File: config.mk
export PLATFORM = sky130hd
export DESIGN_NAME = phase_cmp_lockdet
export DESIGN_NICKNAME = d
export VERILOG_FILES = /design/src/rtl/pfd_pkg.sv /design/src/rtl/pfd_edge.sv /design/src/rtl/pfd_core.sv /design/src/rtl/pfd_lock.sv /design/src/rtl/pfd_out.sv /design/src/rtl/phase_cmp_lockdet.sv
export SDC_FILE = /design/constraint.sdc
export NUM_CORES = 1
export LEC_CHECK = 0
export ABC_AREA = 1
export CAP_MARGIN = 30
export CELL_PAD_IN_SITES_DETAIL_PLACEMENT = 0
export CELL_PAD_IN_SITES_GLOBAL_PLACEMENT = 1
export CORE_ASPECT_RATIO = 0.7
export CORE_UTILIZATION = 50
export CTS_BUF_LIST = sky130_fd_sc_hd__clkbuf_2
export DETAILED_ROUTE_END_ITERATION = 8
export DONT_BUFFER_PORTS = 1
export PLACE_DENSITY = 0.95
export RECOVER_POWER = 100
export SYNTH_ARGS = -nofsm -noshare
export SYNTH_HDL_FRONTEND = slang
export SYNTH_SLANG_ARGS = --single-unit
File: constraint.sdc
create_clock -name clk -period 2.28 [get_ports clk]
set_input_delay 0.456 -clock clk [delete_from_list [all_inputs] [get_ports clk]]
set_output_delay 0.456 -clock clk [all_outputs]
set_load 0.005 [all_outputs]
File: src/rtl/pfd_pkg.sv
package pfd_pkg;

    // Three-state pump command
    typedef enum logic [1:0] {
        CP_HIZ  = 2'd0,
        CP_SRC  = 2'd1,
        CP_SINK = 2'd2
    } cp_cmd_e;

endpackage

File: src/rtl/pfd_edge.sv
module pfd_edge #(
    parameter int N = 2
) (
    input  logic         clk,
    input  logic         rst_n,
    input  logic [N-1:0] sig_i,
    output logic [N-1:0] rise_o
);

    logic [N-1:0] prev_d, prev_q;

    for (genvar g = 0; g < N; g++) begin : g_bit
        always_comb begin
            prev_d[g] = sig_i[g];
            rise_o[g] = sig_i[g] & ~prev_q[g];
        end
    end

    always_ff @(posedge clk or negedge rst_n) begin
        if (!rst_n) prev_q <= '0;
        else        prev_q <= prev_d;
    end

endmodule

File: src/rtl/pfd_core.sv
module pfd_core #(
    parameter int ERR_W = 8
) (
    input  logic             clk,
    input  logic             rst_n,
    input  logic             save_i,
    input  logic             ref_rise_i,
    input  logic             div_rise_i,
    output logic             up_o,
    output logic             dn_o,
    output logic             lead_up_o,
    output logic             drive_o,
    output logic             done_o,
    output logic [ERR_W-1:0] err_o
);

    localparam logic [ERR_W-1:0] ERR_MAX = '1;

    typedef struct packed {
        logic             up;
        logic             dn;
        logic [ERR_W-1:0] err;
        logic             lim;
    } core_st_t;

    core_st_t st_d, st_q;

    always_comb begin
        st_d = st_q;
        if (save_i) begin
            st_d.up  = 1'b0;
            st_d.dn  = 1'b0;
            st_d.err = '0;
            st_d.lim = 1'b1;
        end else if (st_q.up && st_q.dn) begin
            // overlap cycle: close the comparison
            st_d.up  = 1'b0;
            st_d.dn  = 1'b0;
            st_d.err = '0;
            st_d.lim = 1'b0;
        end else begin
            st_d.up = st_q.up | ref_rise_i;
            st_d.dn = st_q.dn | div_rise_i;
            if ((st_q.up ^ st_q.dn) && (st_q.err != ERR_MAX))
                st_d.err = st_q.err + ERR_W'(1);
        end
    end

    always_ff @(posedge clk or negedge rst_n) begin
        if (!rst_n) st_q <= '0;
        else        st_q <= st_d;
    end

    always_comb begin
        up_o      = st_q.up & ~save_i;
        dn_o      = st_q.dn & ~save_i;
        lead_up_o = st_q.up;
        done_o    = st_q.up & st_q.dn & ~save_i;
        err_o     = st_q.err;
        drive_o   = (st_q.up ^ st_q.dn) & ~save_i &
                    (~st_q.lim | (st_q.err == '0));
    end


    overlap_clear_chk: assert property (@(posedge clk) disable iff (!rst_n)
        (st_q.up && st_q.dn) |=> (!st_q.up && !st_q.dn));


    save_clear_chk: assert property (@(posedge clk) disable iff (!rst_n)
        save_i |=> (!st_q.up && !st_q.dn));


    first_pulse_chk: assert property (@(posedge clk) disable iff (!rst_n)
        (st_q.lim && drive_o) |=> !drive_o);

endmodule

File: src/rtl/pfd_lock.sv
module pfd_lock #(
    parameter int ERR_W     = 8,
    parameter int LOCK_TH   = 1,
    parameter int UNLOCK_TH = 3,
    parameter int LOCK_CNT  = 3
) (
    input  logic             clk,
    input  logic             rst_n,
    input  logic             save_i,
    input  logic             done_i,
    input  logic [ERR_W-1:0] err_i,
    output logic             lock_o
);

    localparam int GW = $clog2(LOCK_CNT + 1);
    localparam logic [ERR_W-1:0] LOCK_LIM   = ERR_W'(LOCK_TH);
    localparam logic [ERR_W-1:0] UNLOCK_LIM = ERR_W'(UNLOCK_TH);
    localparam logic [GW-1:0]    GOOD_LAST  = GW'(LOCK_CNT - 1);
    localparam logic [GW-1:0]    GOOD_FULL  = GW'(LOCK_CNT);

    typedef struct packed {
        logic          lock;
        logic [GW-1:0] good;
    } lock_st_t;

    lock_st_t st_d, st_q;

    always_comb begin
        st_d = st_q;
        if (save_i) begin
            st_d.lock = 1'b1;
            st_d.good = '0;
        end else if (err_i >= UNLOCK_LIM) begin
            st_d.lock = 1'b0;
            st_d.good = '0;
        end else if (done_i) begin
            if (err_i <= LOCK_LIM) begin
                if (st_q.good >= GOOD_LAST) begin
                    st_d.lock = 1'b1;
                    st_d.good = GOOD_FULL;
                end else begin
                    st_d.good = st_q.good + GW'(1);
                end
            end else begin
                st_d.good = '0;
            end
        end
    end

    always_ff @(posedge clk or negedge rst_n) begin
        if (!rst_n) st_q <= '0;
        else        st_q <= st_d;
    end

    assign lock_o = st_q.lock | save_i;


    unlock_fast_chk: assert property (@(posedge clk) disable iff (!rst_n)
        ((err_i >= UNLOCK_LIM) && !save_i) |=> !st_q.lock);


    lock_rise_chk: assert property (@(posedge clk) disable iff (!rst_n)
        $rose(st_q.lock) |-> ($past(save_i) || ($past(st_q.good) == GOOD_LAST)));

endmodule

File: src/rtl/pfd_out.sv
module pfd_out
    import pfd_pkg::*;
(
    input  logic pol_i,
    input  logic mon_sel_i,
    input  logic drive_i,
    input  logic lead_up_i,
    input  logic lock_i,
    input  logic ref_i,
    input  logic div_i,
    output logic cp_en_o,
    output logic cp_lvl_o,
    output logic mon_o
);

    cp_cmd_e cmd;

    always_comb begin
        if (!drive_i)
            cmd = CP_HIZ;
        else if (lead_up_i == pol_i)
            cmd = CP_SRC;
        else
            cmd = CP_SINK;
        cp_en_o  = (cmd != CP_HIZ);
        cp_lvl_o = (cmd == CP_SRC);
        mon_o    = mon_sel_i ? (pol_i ? ref_i : div_i) : lock_i;
    end

endmodule

File: src/rtl/phase_cmp_lockdet.sv
module phase_cmp_lockdet #(
    parameter int ERR_W     = 8,
    parameter int LOCK_TH   = 1,
    parameter int UNLOCK_TH = 3,
    parameter int LOCK_CNT  = 3
) (
    input  logic clk,
    input  logic rst_n,
    input  logic ref_i,
    input  logic div_i,
    input  logic pol_i,
    input  logic mon_sel_i,
    input  logic save_i,
    output logic cp_en_o,
    output logic cp_lvl_o,
    output logic up_o,
    output logic dn_o,
    output logic lock_o,
    output logic mon_o
);

    logic [1:0]       rise;
    logic             lead_up, drive, done;
    logic [ERR_W-1:0] err;

    pfd_edge #(.N(2)) u_edge (
        .clk    (clk),
        .rst_n  (rst_n),
        .sig_i  ({div_i, ref_i}),
        .rise_o (rise)
    );

    pfd_core #(.ERR_W(ERR_W)) u_core (
        .clk        (clk),
        .rst_n      (rst_n),
        .save_i     (save_i),
        .ref_rise_i (rise[0]),
        .div_rise_i (rise[1]),
        .up_o       (up_o),
        .dn_o       (dn_o),
        .lead_up_o  (lead_up),
        .drive_o    (drive),
        .done_o     (done),
        .err_o      (err)
    );

    pfd_lock #(
        .ERR_W     (ERR_W),
        .LOCK_TH   (LOCK_TH),
        .UNLOCK_TH (UNLOCK_TH),
        .LOCK_CNT  (LOCK_CNT)
    ) u_lock (
        .clk    (clk),
        .rst_n  (rst_n),
        .save_i (save_i),
        .done_i (done),
        .err_i  (err),
        .lock_o (lock_o)
    );

    pfd_out u_out (
        .pol_i     (pol_i),
        .mon_sel_i (mon_sel_i),
        .drive_i   (drive),
        .lead_up_i (lead_up),
        .lock_i    (lock_o),
        .ref_i     (ref_i),
        .div_i     (div_i),
        .cp_en_o   (cp_en_o),
        .cp_lvl_o  (cp_lvl_o),
        .mon_o     (mon_o)
    );


    save_out_chk: assert property (@(posedge clk) disable iff (!rst_n)
        save_i |-> (!cp_en_o && lock_o && !up_o && !dn_o));


    overlap_hiz_chk: assert property (@(posedge clk) disable iff (!rst_n)
        (up_o && dn_o) |-> !cp_en_o);

endmodule

## Word level (Yosys, flattened, before mapping)

Cells that the tools add are included.

| word-level totals | value |
|---|---|
| word-level logic and storage cells | 57 |
| ROM bits | 0 |
| output and inout port bits | 6 |
| latch bits | 0 |
| memories kept | 0 |
| input bits | 7 |
| memory bits (writable) | 0 |
| flip-flop bits (word level) | 16 |

| cells by class | value |
|---|---|
| div/mod/pow operators | 0 |
| shift-type cells | 0 |
| bitwise gates (word level) | 17 |
| reduce and logical (&&, ||, !) cells | 10 |
| multiplexer cells | 15 |
| eq/ne operators | 3 |
| multipliers | 0 |
| $lt $le $gt $ge | 3 |
| add/sub/neg operators | 2 |

Operators with widths:

| cell | number |
|---|---|
| $reduce_bool 3->1 | 4 |
| $mux 11 | 1 |
| $mux 10 | 1 |
| $mux 3 | 3 |
| $add 8x1->8 const B | 1 |
| $and 1x1->1 | 8 |
| $ge 8x2->1 const B | 1 |
| $le 8x1->1 const B | 1 |
| $logic_not 8->1 | 1 |
| $mux 2 | 4 |
| $mux 8 | 1 |
| $ne 8x8->1 const B | 1 |
| $mux 1 | 5 |
| $not 1->1 | 4 |
| $or 1x1->1 | 4 |
| $reduce_bool 2->1 | 2 |
| $reduce_and 3->1 | 1 |
| $add 2x1->2 const B | 1 |
| $eq 2x1->1 const B | 1 |
| $ge 2x2->1 const B | 1 |
| $logic_and 1x1->1 | 2 |
| $eq 1x1->1 | 1 |
| $xor 1x1->1 | 1 |

## Logic depth before layout (Yosys ltp)

| logic depth | value |
|---|---|
| depth after elaboration | 6 |
| gate-level depth with buffers | 8 |
| depth with buffers taken out | 8 |

## By module

Synthesis repeated with hierarchy kept, for this count alone.

| unflattened totals | value |
|---|---|
| cell total of the unflattened synthesis | 159 |
| area total of the unflattened synthesis | 1,113.6 um2 |

Modules (own cells, without submodules):

| module | instances | cells each | area an instance (um2) | sequential area each (um2) |
|---|---|---|---|---|
| pfd_core | 1 | 110 | 802.0 | 275.3 |
| pfd_lock | 1 | 29 | 185.2 | 75.1 |
| pfd_edge | 1 | 6 | 70.1 | 50.0 |
| pfd_out | 1 | 14 | 56.3 | 0.0 |

## Worst setup path after synthesis

OpenSTA, ideal clock, no wires.

| timing | value |
|---|---|
| kind | register to output |
| start point | register u_core.st_q (netlist bit u_core.lead_up_o) |
| end point | output port cp_lvl_o |
| cell stages (with the launch flop) | 5 |
| path slack | 0.731 ns |
| data arrival time | 1.093 ns |
| buffers on the path | 1 |
| cell sequence | dfrtp_1 ha_1 buf_4 nand2_1 nor3_1 |

| between the ends | value |
|---|---|
| word-level cells in the longest chain between the ends | 5 |
| elaborated cells on any way between the ends | 7 |
| those cells by class | eq/ne: 2; mux: 2; bitwise: 3 |

RTL lines:

| what | RTL line | RTL |
|---|---|---|
| start: declaration | pfd_core.sv:26 | `core_st_t st_d, st_q;` |
| start signal: assignment | pfd_core.sv:51 | `else st_q <= st_d;` |
| $xor 1x1->1 | pfd_core.sv:60 | `drive_o = (st_q.up ^ st_q.dn) & ~save_i &` |
| $and 1x1->1 (2 in a row) | pfd_core.sv:60 |  |
| $mux 2 (*) | pfd_out.sv:19 | `if (!drive_i)` |
| $eq 2x1->1 (*) | pfd_out.sv:26 | `cp_lvl_o = (cmd == CP_SRC);` |
| end: declaration | phase_cmp_lockdet.sv:15 | `output logic cp_lvl_o,` |

Every way passes the cells marked *; elsewhere a longest branch is shown, timed or not.

## Final worst setup path

Ends and elaborated chain as after synthesis.

==> results.cfg <==
[outcome]
outcome = complete, no violations

[logic_synthesis]
synth_compound_area_share_pct = 7.47
synth.distinct_cells = 23
synth.area.top_cells = dfrtp_1 (40%), nand2_1 (10%), inv_1 (8.6%), nor2_1 (8.6%), ha_1 (5.0%)
synthSimpleGateAreaFrac_pct = 36.6
ys_warn_count = 0
netlist_area_um2 = 1000
netlist_instances = 138
synth_fp_nets = 149
yosys-mux-area-fraction_pct = 0
yosysSeqAreaShare_pct = 39.9
synth_xor_area_share_pct = 0.872
synth-seq-cells = 16
synth_area_leader_cell = dfrtp_1
synth_top_area_share_pct = 39.9
synthAdderAreaFrac_pct = 4.98
synth_top_family_by_area = simple AND/OR/NAND/NOR gates
avgSynthCellArea_um2 = 7.28

[clocking]
cts_resized = 0
cts_tree = done
clk_pin_slew_ns = 0.17
htree_num_levels = 1
cts.sinks = 16
cts_setup_buffers = 0
cts_buffers = 3
root_buffer = clkbuf_2
cts_hold_buf = 1
clock_latency_ns = 0.30
cts_buffer_depth = 2

[final_layout]
diodes = 0
fin_area_um2 = 1020
final_cell_mix = nand2_1 (30), nor2_1 (24), inv_1 (23), dfrtp_1 (16), o21ai_0 (8)
syn_to_final_growth_pct = 1.74
mostFrequentLayoutCell = nand2_1
drive_above_1_share_pct = 7.09
finalNetCount = 153

[drt]
dr.pass1.iters = 4
ant_nets = 0
wire_per_inst_um = 11.9
routed_wl_um = 1930
drtIter0Drc = 23
drt-vias-per-instance = 5.00
remaining_drc_errors = 0
routed-via-count = 815

[min_path]
min_path_type = in -> reg
hold_depth = 0

[power]
irDropWorstVdd_uv = 369
p_comb_share_pct = 17.4
seq_power_share_pct = 57.7
intPower_uw = 370
p_switching_uw = 174
clockPowerShare_pct = 24.9
p_per_area_nw_per_um2 = 533
p_leak_nw = 0.540
p_sw_share_pct = 32.0

[timing]
fin_ws_ns = 0.302
finalCritPeriodShare_pct = 86.7
hold_viol = 0
finalMaxSlewViolations = 0
worstMarginPinSlew_ns = 0.725
finalSetupViolCount = 0
slew_headroom_pct = 51.5
rsz0062_at_grt = false
finalClockSkew_ns = 0.00366
max_freq_ghz = 0.506
period_needed_ns = 1.98
tns_ns = 0

[placed_design]
dp_slack_ns = 0.602
numPortBuffers = 0
place_area_um2 = 1020
post-dp-hpwl_um = 1530
gp_congestion = 0.803

[grt]
grt_pass1_wl_um = 3130
grt_overflow_total = 0
grtUsageTotal_pct = 19.6
grt_pass1_vias = 692
grt_start_max_net_pins = 17
antenna_found_initial = 0

[setup_path]
worst_setup_path_start_kind = flip-flop
cp.arrival_ns = 1.52
cp_max_fo = 8
r2r_cells = 8
end_kind = output port
path_class = reg -> out
cp.required_ns = 1.82

[floorplan]
initial_core_util_pct = 53.7
core-area_um2 = 1870
floorplan.die_area_um2 = 2200
dieHeight_um = 39.5
dieWidth_um = 55.6
io_pins = 13
rows = 13

[run]
maxCapViolations = 0
power groups by stage:
stage,sequential (mW),clock [mW],combinational (mW)
after floorplan,0.316,0,0.0848
after global placement,0.319,0,0.0950
after detailed placement,0.320,0,0.0963
after CTS,0.314,0.139,0.104
after global routing,0.317,0.152,0.108
final,0.314,0.136,0.0945
cell type report:
class | instances | area (um2)
clock buffers | 3 | 15.0
inverters | 24 | 90.1
multi-input cells | 96 | 475
flip-flops and latches | 16 | 400
clock inverters | 1 | 3.75
repair buffers | 1 | 10.0
fillers | 186 | 848
well taps | 22 | 27.5
synthesized netlist by cell type (all sizes together):
library cell	number
ha	4
buf	2
nor2	26
o22ai	1
xor2	1
nand2	32
o21ai	8
or2	1
a21oi	5
nand3	8
dfrtp	16
inv	24
nor3	5
nand4	5
registers in the layout, summed over array words and instances, names as in the netlist:
signal / flops
u_core.err_o: 8
u_edge.prev_q: 2
u_core.st_q: 2
u_lock.st_q: 3
u_core.lead_up_o: 1
critical path: stages, from the launching register on:
cell and delay, ns:
dfrtp_1 0.45, ha_1 0.43, nand2_1 0.11, nor3_1 0.23
final timing paths:
check,start,to,slack (ns)
min in group asynchronous,rst_n,u_core.st_q[0]$_DFFE_PN0P_,0.62
max in group asynchronous,rst_n,u_core.err_o[5]$_DFFE_PN0P_,1.20
hold / removal,ref_i,u_edge.prev_q[0]$_DFF_PN0_,0.15
setup reg to reg,u_core.err_o[0]$_DFFE_PN0P_,u_core.err_o[2]$_DFFE_PN0P_,0.54
setup / recovery,u_core.lead_up_o$_DFF_PN0_,cp_lvl_o,0.30
hold reg to reg,u_edge.prev_q[1]$_DFF_PN0_,u_core.st_q[9]$_DFF_PN0_,0.53
kinds of logic after synthesis:
group / Yosys count
adder cells (fa/ha/maj): 4
flip-flops: 16
XOR/XNOR: 1
buffers and inverters: 26
AO/OA/AOI/OAI: 14
AND/OR/NAND/NOR: 77
stage by stage:
stage               instances  hold WS [ns]  power [mW]  util, %
finish                    163         0.155       0.544     54.6
global route              163         0.106       0.577     54.6
CTS                       163         0.137       0.557     56.1
detailed placement        158         0.161       0.416     54.5
global placement          158         0.161       0.414     54.5
floorplan                 138         0.160       0.401        -
metal layers:
metal / track usage [%] / wire [um] / share of wire, %
met2: 26.5 / 769 / 40
met3: 7.26 / 119 / 6.2
met4: 4.38 / 0 / 0
met1: 28.8 / 1040 / 54
met5: 0 / 0 / 0
Note: power is estimated with default switching activity, not from simulation.
